## src/rtl/fsync_pkg.sv

```systemverilog
// Shared types for the folded symbol synchronizer.
package fsync_pkg;

    // Acquisition control state.
    typedef enum logic {
        ACQ_IDLE = 1'b0,
        ACQ_RUN  = 1'b1
    } acq_state_e;

endpackage

```

## src/rtl/fsync_corr.sv

```systemverilog
// Lag correlator with a sliding window.
// Multiplies each accepted sample by the sample LAG positions earlier
// (one multiplier) and keeps a running sum over the last WIN products.
// The sum is kept by adding the newest product and removing the one
// that leaves the window. corr_out is combinational and holds the sum
// that includes the current product.
// Assumes: clr zeroes the history, so products that use samples from
// before the acquisition are zero.
module fsync_corr #(
    parameter int SAMP_W = 8,
    parameter int LAG    = 32,
    parameter int WIN    = 8,
    parameter int SUM_W  = 2*SAMP_W + $clog2(WIN)
) (
    input  logic                     clk,
    input  logic                     rst_n,
    input  logic                     clr,
    input  logic                     en,
    input  logic signed [SAMP_W-1:0] sample_in,
    output logic signed [SUM_W-1:0]  corr_out
);
    localparam int PROD_W = 2*SAMP_W;

    logic signed [SAMP_W-1:0] sdl [LAG];
    logic signed [PROD_W-1:0] pdl [WIN];
    logic signed [PROD_W-1:0] prod;
    logic signed [SUM_W-1:0]  run_sum;

    // Single multiplier: the new sample times the sample LAG earlier.
    always_comb prod = sample_in * sdl[LAG-1];

    // Updated sum: add the new product, drop the oldest.
    always_comb corr_out = run_sum + SUM_W'(prod) - SUM_W'(pdl[WIN-1]);

    // Head of the sample line, head of the product line, and the sum.
    always_ff @(posedge clk) begin
        if (!rst_n || clr) begin
            sdl[0]  <= '0;
            pdl[0]  <= '0;
            run_sum <= '0;
        end else if (en) begin
            sdl[0]  <= sample_in;
            pdl[0]  <= prod;
            run_sum <= corr_out;
        end
    end

    // Stages of the sample delay line.
    for (genvar s = 1; s < LAG; s++) begin : g_sdl
        // Shift the sample history by one stage.
        always_ff @(posedge clk) begin
            if (!rst_n || clr) sdl[s] <= '0;
            else if (en)       sdl[s] <= sdl[s-1];
        end
    end

    // Stages of the product delay line.
    for (genvar s = 1; s < WIN; s++) begin : g_pdl
        // Shift the product history by one stage.
        always_ff @(posedge clk) begin
            if (!rst_n || clr) pdl[s] <= '0;
            else if (en)       pdl[s] <= pdl[s-1];
        end
    end

    // a clear leaves an empty window.
    a_r2_clear_empties_window: assert property (@(posedge clk) disable iff (!rst_n)
        clr |=> (run_sum == '0 && pdl[WIN-1] == '0 && sdl[LAG-1] == '0));

    // with no acceptance the window sum does not move.
    a_r3_sum_stable_when_idle: assert property (@(posedge clk) disable iff (!rst_n)
        (!en && !clr) |=> $stable(run_sum));

endmodule

```

## src/rtl/fsync_fold.sv

```systemverilog
// Fold accumulator of one symbol length.
// Adds each correlation value to the entry for its phase, so that
// values SYM_LEN apart add up. fold_out is the updated entry value.
// Assumes: phase runs 0..SYM_LEN-1 and clr precedes every acquisition.
module fsync_fold #(
    parameter int SYM_LEN = 40,
    parameter int IN_W    = 19,
    parameter int FOLD_W  = 21,
    parameter int PH_W    = $clog2(SYM_LEN)
) (
    input  logic                    clk,
    input  logic                    rst_n,
    input  logic                    clr,
    input  logic                    en,
    input  logic [PH_W-1:0]         phase,
    input  logic signed [IN_W-1:0]  corr_in,
    output logic signed [FOLD_W-1:0] fold_out
);
    logic signed [FOLD_W-1:0] acc [SYM_LEN];

    // Sum of the stored entry and the new correlation value.
    always_comb fold_out = acc[phase] + FOLD_W'(corr_in);

    // Clear every entry on start, write back the sum when enabled.
    always_ff @(posedge clk) begin
        if (!rst_n || clr) begin
            for (int e = 0; e < SYM_LEN; e++) acc[e] <= '0;
        end else if (en) begin
            acc[phase] <= fold_out;
        end
    end

    // the phase that addresses the buffer stays inside the symbol.
    a_r4_phase_in_range: assert property (@(posedge clk) disable iff (!rst_n)
        en |-> (int'(phase) < SYM_LEN));

    // a clear empties both ends of the buffer.
    a_r4_clear_empties: assert property (@(posedge clk) disable iff (!rst_n)
        clr |=> (acc[0] == '0 && acc[SYM_LEN-1] == '0));

endmodule

```

## src/rtl/fsync_peak.sv

```systemverilog
// Peak picker on the folded metric.
// Tracks the largest magnitude seen since the last clear and its phase.
// The first enabled value is always taken. After that, only a strictly
// larger magnitude replaces the stored one, so the earliest phase wins
// ties.
// Assumes: phases arrive in increasing order within one pass.
module fsync_peak #(
    parameter int VAL_W   = 21,
    parameter int SYM_LEN = 40,
    parameter int PH_W    = $clog2(SYM_LEN)
) (
    input  logic                    clk,
    input  logic                    rst_n,
    input  logic                    clr,
    input  logic                    en,
    input  logic [PH_W-1:0]         phase,
    input  logic signed [VAL_W-1:0] val,
    output logic [PH_W-1:0]         peak_idx
);
    logic [VAL_W-1:0] mag;
    logic [VAL_W-1:0] best_mag;
    logic             seen;

    // Magnitude as unsigned; the negated most negative value stays exact.
    always_comb mag = $unsigned(val[VAL_W-1] ? -val : val);

    // Keep the best magnitude and the phase where it occurred.
    always_ff @(posedge clk) begin
        if (!rst_n || clr) begin
            best_mag <= '0;
            peak_idx <= '0;
            seen     <= 1'b0;
        end else if (en && (!seen || mag > best_mag)) begin
            best_mag <= mag;
            peak_idx <= phase;
            seen     <= 1'b1;
        end
    end

    // the stored best magnitude never shrinks between clears.
    a_r5_best_monotone: assert property (@(posedge clk) disable iff (!rst_n)
        !clr |=> best_mag >= $past(best_mag));

    // the reported index always names a position inside one symbol.
    a_r5_idx_in_range: assert property (@(posedge clk) disable iff (!rst_n)
        int'(peak_idx) < SYM_LEN);

endmodule

```

## src/rtl/fsync_top.sv

```systemverilog
// Folded cyclic-prefix symbol synchronizer, top level.
// Sequences one acquisition: accepts one sample per clock after a start
// strobe, waits out the lead-in until the first full correlation window,
// then folds FOLD_K symbol periods and picks the peak in the last pass.
// Assumes: real signed samples, continuous one per clock while running.
module fsync_top #(
    parameter int SAMP_W  = 8,
    parameter int FFT_N   = 32,
    parameter int CP_LEN  = 8,
    parameter int FOLD_K  = 3,
    localparam int SYM_LEN = FFT_N + CP_LEN,
    localparam int PH_W    = $clog2(SYM_LEN)
) (
    input  logic                     clk,
    input  logic                     rst_n,
    input  logic                     acq_start,
    input  logic signed [SAMP_W-1:0] smp_in,
    output logic [PH_W-1:0]          sym_start_idx,
    output logic                     acq_done
);
    import fsync_pkg::*;

    localparam int LEAD   = FFT_N + CP_LEN - 1;
    localparam int LEAD_W = $clog2(LEAD + 1);
    localparam int PASS_W = $clog2(FOLD_K + 1);
    localparam int SUM_W  = 2*SAMP_W + $clog2(CP_LEN);
    localparam int FOLD_W = SUM_W + $clog2(FOLD_K);

    acq_state_e               state;
    logic [LEAD_W-1:0]        lead_cnt;
    logic [PH_W-1:0]          phase;
    logic [PASS_W-1:0]        pass;
    logic                     accept;
    logic                     corr_valid;
    logic                     last_pass;
    logic                     final_pt;
    logic signed [SUM_W-1:0]  corr;
    logic signed [FOLD_W-1:0] folded;

    // Decode this cycle's role in the acquisition.
    always_comb begin
        accept     = (state == ACQ_RUN) && !acq_start;
        corr_valid = accept && (lead_cnt == LEAD_W'(LEAD));
        last_pass  = (pass == PASS_W'(FOLD_K - 1));
        final_pt   = corr_valid && last_pass && (phase == PH_W'(SYM_LEN - 1));
    end

    // Acquisition sequencer: lead-in, phase and pass counters, done flag.
    always_ff @(posedge clk) begin
        if (!rst_n) begin
            state    <= ACQ_IDLE;
            lead_cnt <= '0;
            phase    <= '0;
            pass     <= '0;
            acq_done <= 1'b0;
        end else if (acq_start) begin
            state    <= ACQ_RUN;
            lead_cnt <= '0;
            phase    <= '0;
            pass     <= '0;
            acq_done <= 1'b0;
        end else if (accept) begin
            if (lead_cnt != LEAD_W'(LEAD)) lead_cnt <= lead_cnt + 1'b1;
            if (corr_valid) begin
                if (phase == PH_W'(SYM_LEN - 1)) begin
                    phase <= '0;
                    pass  <= pass + 1'b1;
                end else begin
                    phase <= phase + 1'b1;
                end
            end
            if (final_pt) begin
                state    <= ACQ_IDLE;
                acq_done <= 1'b1;
            end
        end
    end

    fsync_corr #(
        .SAMP_W (SAMP_W),
        .LAG    (FFT_N),
        .WIN    (CP_LEN),
        .SUM_W  (SUM_W)
    ) corr_i (
        .clk       (clk),
        .rst_n     (rst_n),
        .clr       (acq_start),
        .en        (accept),
        .sample_in (smp_in),
        .corr_out  (corr)
    );

    fsync_fold #(
        .SYM_LEN (SYM_LEN),
        .IN_W    (SUM_W),
        .FOLD_W  (FOLD_W),
        .PH_W    (PH_W)
    ) fold_i (
        .clk      (clk),
        .rst_n    (rst_n),
        .clr      (acq_start),
        .en       (corr_valid),
        .phase    (phase),
        .corr_in  (corr),
        .fold_out (folded)
    );

    fsync_peak #(
        .VAL_W   (FOLD_W),
        .SYM_LEN (SYM_LEN),
        .PH_W    (PH_W)
    ) peak_i (
        .clk      (clk),
        .rst_n    (rst_n),
        .clr      (acq_start),
        .en       (corr_valid && last_pass),
        .phase    (phase),
        .val      (folded),
        .peak_idx (sym_start_idx)
    );

    // reset leaves the outputs cleared.
    a_r1_reset_clears: assert property (@(posedge clk)
        !rst_n |=> (!acq_done && sym_start_idx == '0));

    // done only rises at the end of a running acquisition.
    a_r6_done_from_run: assert property (@(posedge clk) disable iff (!rst_n)
        $rose(acq_done) |-> $past(state == ACQ_RUN));

    // after done the result holds until a new start.
    a_r7_result_holds: assert property (@(posedge clk) disable iff (!rst_n)
        (acq_done && !acq_start) |=> (acq_done && $stable(sym_start_idx)));

    // a start strobe always drops done.
    a_r8_start_drops_done: assert property (@(posedge clk) disable iff (!rst_n)
        acq_start |=> !acq_done);

endmodule

```

## config.mk

```make
export PLATFORM = sky130hd
export DESIGN_NAME = fsync_top
export DESIGN_NICKNAME = d
export VERILOG_FILES = /design/src/rtl/fsync_pkg.sv /design/src/rtl/fsync_corr.sv /design/src/rtl/fsync_fold.sv /design/src/rtl/fsync_peak.sv /design/src/rtl/fsync_top.sv
export SDC_FILE = /design/constraint.sdc
export NUM_CORES = 2
export LEC_CHECK = 0
export ABC_CLOCK_PERIOD_IN_PS = 25400
export CORE_MARGIN = 2
export CORE_UTILIZATION = 40
export CTS_CLUSTER_SIZE = 14
export DETAILED_ROUTE_END_ITERATION = 6
export PLACE_DENSITY = 0.64
export SETUP_SLACK_MARGIN = 0.2
export SLEW_MARGIN = 30
export SYNTH_ARGS = -nofsm -noshare
export SYNTH_HDL_FRONTEND = slang
export SYNTH_HIERARCHICAL = 1
export SYNTH_SLANG_ARGS = --single-unit
```

## constraint.sdc

```tcl
create_clock -name clk -period 25.4 [get_ports clk]
set_input_delay 7.62 -clock clk [delete_from_list [all_inputs] [get_ports clk]]
set_output_delay 7.62 -clock clk [all_outputs]
set_load 0.005 [all_outputs]
```

# Yosys cells after proc, flatten, opt, wreduce, memory -nomap -nowiden
# Memories as Yosys holds them, arrays and structs flattened. A register that Yosys moved wholly into a read port is not among the register bits.
# Index checks and enable logic that the tools add are counted.
dict set report op_classes {
  addsub 7
  mul 1
  div 0
  n_lt_le_gt_ge 1
  n_eq_ne 4
  shifts 0
  mux 58
  bitwise_logic 41
  n_reduce_logical 19
}
# operator count
set ops {}
lappend ops {{$mux 8} 32}
lappend ops {{$mux 16} 8}
lappend ops {{$mux 21} 2}
lappend ops {{$or 1x1->1} 40}
lappend ops {{$mux 6} 4}
lappend ops {{$add 21x19->21} 1}
lappend ops {{$gt 21x21->1} 1}
lappend ops {{$neg 21->21} 1}
lappend ops {{$reduce_or 21->1} 1}
lappend ops {{$add 19x16->19} 1}
lappend ops {{$sub 19x16->19} 1}
lappend ops {{$mul 8x8->16} 1}
lappend ops {{$add 6x1->6 const B} 2}
lappend ops {{$eq 6x6->1 const B} 2}
lappend ops {{$mux 1} 12}
lappend ops {{$reduce_and 2->1} 4}
lappend ops {{$ne 6x6->1 const B} 1}
lappend ops {{$logic_and 1x1->1} 5}
lappend ops {{$reduce_bool 2->1} 2}
lappend ops {{$logic_not 1->1} 3}
lappend ops {{$reduce_and 3->1} 1}
lappend ops {{$add 2x1->2 const B} 1}
lappend ops {{$eq 2x2->1 const B} 1}
lappend ops {{$logic_or 1x1->1} 2}
lappend ops {{2 further kinds} 2}
dict set report totals {
  register_bits 63
  latch_bits 0
  mem_bits_rw 1224
  romBits 0
  in_bits 11
  out_inout_bits 7
  word_cells 143
  n_memories 3
}
# name words width read_ports rd_ports_with_merged_regs write_ports line
set memory_table {}
lappend memory_table {fold_i.acc 40 21 1 1 40 fsync_fold.sv:19} ;# logic signed [FOLD_W-1:0] acc [SYM_LEN];
lappend memory_table {corr_i.sdl 32 8 32 0 32 fsync_corr.sv:24} ;# logic signed [SAMP_W-1:0] sdl [LAG];
lappend memory_table {corr_i.pdl 8 16 8 0 8 fsync_corr.sv:25} ;# logic signed [PROD_W-1:0] pdl [WIN];

# Longest topological paths before layout
dict set report depth {
  ltp_word 9
  mapped_depth 47
  ltp_nobuf 41
}

# Cells and area by module
# The synthesis kept the hierarchy.
# module n_inst cells_each area_per_inst_um2 seq_area_each_um2
set by_module_without_submodules {}
lappend by_module_without_submodules {fsync_fold 1 3969 56533.0 40358.7}
lappend by_module_without_submodules {fsync_corr 1 1396 18918.1 11911.4}
lappend by_module_without_submodules {fsync_peak 1 247 2042.0 560.5}
lappend by_module_without_submodules {fsync_top 1 79 755.7 320.3}

# Worst setup path after synthesis
# OpenSTA, ideal clock, no wires.
dict set report synth_path {
  path_kind {input to register}
  startpoint {input port smp_in[7]}
  endpoint {register peak_i.best_mag[14]}
  setup_time_ns 0.129
  arrival_time_ns 18.403
  required_time_ns 25.271
  slack_ns 6.868
  path_stages 46
  n_path_buf 7
  cell_sequence {and2_1 fa_1 inv_1 fa_1 inv_1 fa_1 inv_1 fa_1 inv_1 ha_1 a2111oi_0 o21ai_0 nand2_1 o21ai_0 xor2_1 fa_1 ha_1 buf_2 [... 10 more ...] a31oi_1 nor3_4 buf_6 nor2_1 clkbuf_1 buf_1 o41ai_2 xor2_1 inv_1 ha_1 nand4_1 nor4_1 a222oi_1 and3_1 clkbuf_1 nor2_1 buf_2 o31ai_1}
}
dict set report synth_via {
  word_cells_on_any_way 9
  cone_classes {4 x add/sub; 1 x mul; 1 x order compare; 1 x mux; 2 x reduce/logical}
}
# element line
set synth_lines {}
lappend synth_lines {{start, declared} fsync_top.sv:17} ;# input logic signed [SAMP_W-1:0] smp_in,
lappend synth_lines {{$mul 8x8->16} fsync_corr.sv:30} ;# always_comb prod = sample_in * sdl[LAG-1];
lappend synth_lines {{named net corr_i.prod[14]} fsync_corr.sv:26} ;# logic signed [PROD_W-1:0] prod;
lappend synth_lines {{$add 19x16->19} fsync_corr.sv:33} ;# always_comb corr_out = run_sum + SUM_W'(prod) - SUM_W'(pdl[WIN-1]);
lappend synth_lines {{$sub 19x16->19} fsync_corr.sv:33}
lappend synth_lines {{named net corr[17]} fsync_top.sv:37} ;# logic signed [SUM_W-1:0] corr;
lappend synth_lines {{$add 21x19->21} fsync_fold.sv:22} ;# always_comb fold_out = acc[phase] + FOLD_W'(corr_in);
lappend synth_lines {{named net folded[20]} fsync_top.sv:38} ;# logic signed [FOLD_W-1:0] folded;
lappend synth_lines {{$mux 21} fsync_peak.sv:25} ;# always_comb mag = $unsigned(val[VAL_W-1] ? -val : val);
lappend synth_lines {{named net peak_i.mag[19]} fsync_peak.sv:20} ;# logic [VAL_W-1:0] mag;
lappend synth_lines {{$gt 21x21->1} fsync_peak.sv:33} ;# end else if (en && (!seen || mag > best_mag)) begin
lappend synth_lines {{$logic_or 1x1->1} fsync_peak.sv:33}
lappend synth_lines {{$logic_and 1x1->1} fsync_peak.sv:33}
lappend synth_lines {{end signal, assigned} fsync_peak.sv:34} ;# best_mag <= mag;
lappend synth_lines {{end, declared} fsync_peak.sv:21} ;# logic [VAL_W-1:0] best_mag;
# The timed path passes the listed nets, and every way through them passes these cells.
# A chain may end at the register's enable or synchronous reset.

# Worst setup path in the final report
dict set report layout_path {
  startpoint {input port smp_in[7]}
  endpoint {register peak_i.best_mag[19]}
}
dict set report layout_via {
  elab_chain_len 9
}
# element line
set layout_rtl {}
lappend layout_rtl {{$mul 8x8->16} fsync_corr.sv:30}
lappend layout_rtl {{named net corr_i.prod[12]} fsync_corr.sv:26}
lappend layout_rtl {{$add 19x16->19} fsync_corr.sv:33}
lappend layout_rtl {{$sub 19x16->19} fsync_corr.sv:33}
lappend layout_rtl {{named net corr[14]} fsync_top.sv:37}
lappend layout_rtl {{$add 21x19->21} fsync_fold.sv:22}
lappend layout_rtl {{named net folded[15]} fsync_top.sv:38}
lappend layout_rtl {{$neg 21->21} fsync_peak.sv:25}
lappend layout_rtl {{$mux 21} fsync_peak.sv:25}
lappend layout_rtl {{named net peak_i.mag[20]} fsync_peak.sv:20}
lappend layout_rtl {{$gt 21x21->1} fsync_peak.sv:33}
lappend layout_rtl {{$logic_or 1x1->1} fsync_peak.sv:33}
lappend layout_rtl {{$logic_and 1x1->1} fsync_peak.sv:33}
# The timed path passes the listed nets, and every way through them passes these cells.

==> impl_summary.txt <==
----------------------------------------------------
[STA]
  Final setup violating endpoints ... 0
  RSZ-0062 raised after global routing ... no
  Upper clock frequency limit ... 0.0491 GHz
  Final period util ... 80.1%
  Worst slew margin ... 24.8%
  Final-layout setup total negative slack ... 0 ns
  Final critical delay including setup and external delays ... 20.35 ns
  Worst-Margin Slew ... 1.13 ns
  Final Slew Violations ... 0
  Final Hold Violating Endpoints ... 0
  Clock tree skew after final layout ... 0.0399 ns

[Critical path]
  Required arrival time at the worst endpoint ... 26.08 ns
  Critical path start-end classification ... input pin to flip-flop
  Delay of the slowest cell on the worst path ... 0.91 ns
  Arrival time of data at the critical path endpoint ... 21.04 ns
  Startpoint of the worst register-to-register path ... corr_i/sdl[31][2]$_SDFFCE_PN0P_
  Startpoint types ... input pin
  Crit Path Max Fanout ... 41
  Launch point of the critical path ... smp_in[7]
  Worst-path cell with the longest stage delay ... sky130_fd_sc_hd__clkinv_1
  Critical path capture point type ... flip-flop

[Yosys]
  Post-synthesis compound-gate area fraction ... 8.15%
  Simple-Gate Fraction of Synth Area ... 11.3%
  Proportion of synthesized flip-flops having asynchronous set or reset ... 0%
  Adder-Cell Fraction of Synth Area ... 3.40%
  Post-synth design cell area ... 78200 µm²
  Post-Syn Instances ... 5691
  Main combinational cell family by area after synthesis ... simple AND/OR/NAND/NOR gates
  Number of library cell types mapped by synthesis ... 103
  Main flop type after synthesis ... sky130_fd_sc_hd__edfxtp_1
  Total of flip-flops plus latches after synthesis ... 1791
  Multiplexer fraction of the synthesized cell area ... 4.68%
  Synthesized area per cell ... 13.7 µm²
  Count of yosys warnings during synthesis ... 6
  XOR/XNOR Fraction of Synth Area ... 0.884%
  Post-synthesis net count ... 5870
  Seq/Total Area, Yosys ... 67.9%
  Number of enable flip-flop cells after synthesis ... 1728

[Global route]
  Sum of overflow across all layers after global routing ... 0
  Number of antenna violations at the first check in global routing ... 8
  Via count of the first global-routing pass ... 48600
  Tot GR Track Use ... 23.0%
  Wire length of the first global-routing pass ... 335000 µm
  Largest net degree at the start of global routing ... 304

[Final layout]
  # nets final ... 5800
  Leading cell types in the layout, fill and taps excluded ... sky130_fd_sc_hd__edfxtp_1 (1728), sky130_fd_sc_hd__nor2_1 (940), sky130_fd_sc_hd__and3_1 (387)
  Most common cell after layout, fill and taps aside ... sky130_fd_sc_hd__edfxtp_1
  Layout overhead on the synthesized area ... 11.6%
  Filler instances ... 17000
  Ratio of cells with drive above 1 in the final layout ... 12.7%

[Job]
  Max-cap violation count ... 0

[Routing]
  Via count ... 50000
  Avg WL per Cell ... 27.9 µm
  Final antenna-violating net count ... 0
  Number of search-and-repair iterations in the first detailed-routing pass ... 6
  DR DRC count ... 0
  Drt total wl ... 232000 µm
  First DRT Iteration DRCs ... 6600
  Routed via count divided by cell count ... 6.01

[Floorplanning]
  Placement Rows ... 162
  Core footprint ... 195000 µm²
  Vertical die dimension ... 446 µm
  Die extent in x ... 446 µm
  I/O pin count ... 18
  Initial core utilization ... 40.2%
  Die footprint ... 199000 µm²

[Clock network]
  CTS tree ... done
  Post-CTS Hold Buffers ... 0
  Setup Buffers After CTS ... 0
  Clk pin slew, worst setup/hold paths ... 0.06 ns
  Resize count post-CTS ... 0
  Clock Latency Late Sink ... 0.84 ns
  Clock root buffer master ... sky130_fd_sc_hd__clkbuf_16
  Clk sink count ... 1791
  Maximum root-to-sink buffer count ... 3
  Max H-tree Level ... 4
  Cts bufs inserted ... 184

[Hold path]
  Worst Hold Launch ... peak_i/best_mag[14]$_SDFFE_PP0P_
  Path category of the worst min-delay check ... flip-flop to flip-flop

[Placement]
  DP Wirelength ... 134000 µm
  Weighted congestion at the end of routability-driven global placement ... 0.926
  Count of input and output buffers ... 17

[Run status]
  Run status ... finished, final reports clean

----------------------------------------------------
==> critical path: cells and delay by family <==
family,cells,cell delay [ns]
AOI/OAI and AO/OA,7,1.83
xor gates and xnor gates,3,0.64
adders and majority gates,9,4.04
buffers and inverters,8,2.38
and+or+nand+nor,14,4.48
==> final cells by class <==
class,count,area (µm²),area share (%)
Sequential cell,1791,53200,60.9
Multi-Input combinational cell,3253,22800,26.1
Clock buffer,245,4910,5.62
Tap cell,2542,3180,3.64
Timing Repair Buffer,217,1790,2.05
Clock inverter,94,826,0.946
Inverter,174,661,0.756
Antenna cell,2,5.00,0.00573
==> worst paths after layout <==
kind                                                         end  slack [ns]  cells past startpoint
worst max register to register  peak_i/best_mag[19]$_SDFFE_PP0P_       11.90                     41
worst min register to register  peak_i/best_mag[14]$_SDFFE_PP0P_        0.48                      2
worst min-delay path            peak_i/best_mag[14]$_SDFFE_PP0P_        0.48                      2
worst max-delay path            peak_i/best_mag[19]$_SDFFE_PP0P_        5.05                     41
==> flip-flops by register name (all words and copies together) (netlist names), 2 cells and up <==
register	flops
corr_i/pdl	128
peak_i/best_mag	21
pass	2
fold_i/acc	1344
phase	6
corr_i/sdl	256
peak_i/peak_idx	6
lead_cnt	6
corr_i/run_sum	19
==> synth_stat cells (all sizes together), types with 7 or more instances <==
library cell	count	area (µm²)
edfxtp	1728	51900
nor2	976	3670
and3	388	2430
clkbuf	291	1090
nand2	214	806
buf	182	1120
inv	174	653
a21oi	169	853
a221oi	167	1500
mux2i	145	1450
a22oi	118	886
o21ai	97	489
ha	94	1180
mux4	76	1710
fa	74	1480
nor3	68	547
and2	66	415
dfxtp	63	1260
o22ai	63	394
a22o	56	490
xnor2	53	464
mux2	43	495
a31oi	34	213
nand3	32	160
a211oi	27	213
xor2	26	228
nand4	24	150
o31ai	23	173
a21o	18	135
nand2b	16	100
nor2b	15	93.8
o211ai	11	82.6
o221ai	11	96.3
o22a	11	96.3
or3	10	73.8
a221o	9	90.1
o41ai	8	96.4
or4	8	63.8
a222oi	7	70.1
o21a	7	53.8
==> routing by layer <==
metal	routed length [µm]	vias up	global-route usage, %
li1	-	21200	-
met1	86800	25100	30.2
met2	104000	3036	35.2
met3	28200	631	6.00
met4	13000	10	11.5
met5	59	-	0
==> logic make-up (layout without fill, tap and decap cells) <==
logic type,Yosys count,after routing
other,0,2
adders and majority gates,168,168
DFF,1791,1791
buffers and inverters,647,730
xor gates and xnor gates,79,79
muxes,264,264
and+or+nand+nor,1857,1857
AOI/OAI and AO/OA,885,885
==> through the flow <==
stage	instances	setup slack [ns]	hold slack, ns	instance area (µm²)	util, %
global route	8317	4.25	0.495	87300	44.9
CTS	8311	5.66	0.482	87200	44.8
floorplan	5691	6.87	0.452	78200	-
detailed placement	7972	4.82	0.468	81500	41.9
global placement	7971	4.67	0.464	81400	41.8
finish	8318	5.05	0.480	87300	44.9
Power is not shown: default switching activity piles up to over one toggle a cycle in this logic, so the estimate is an artifact.
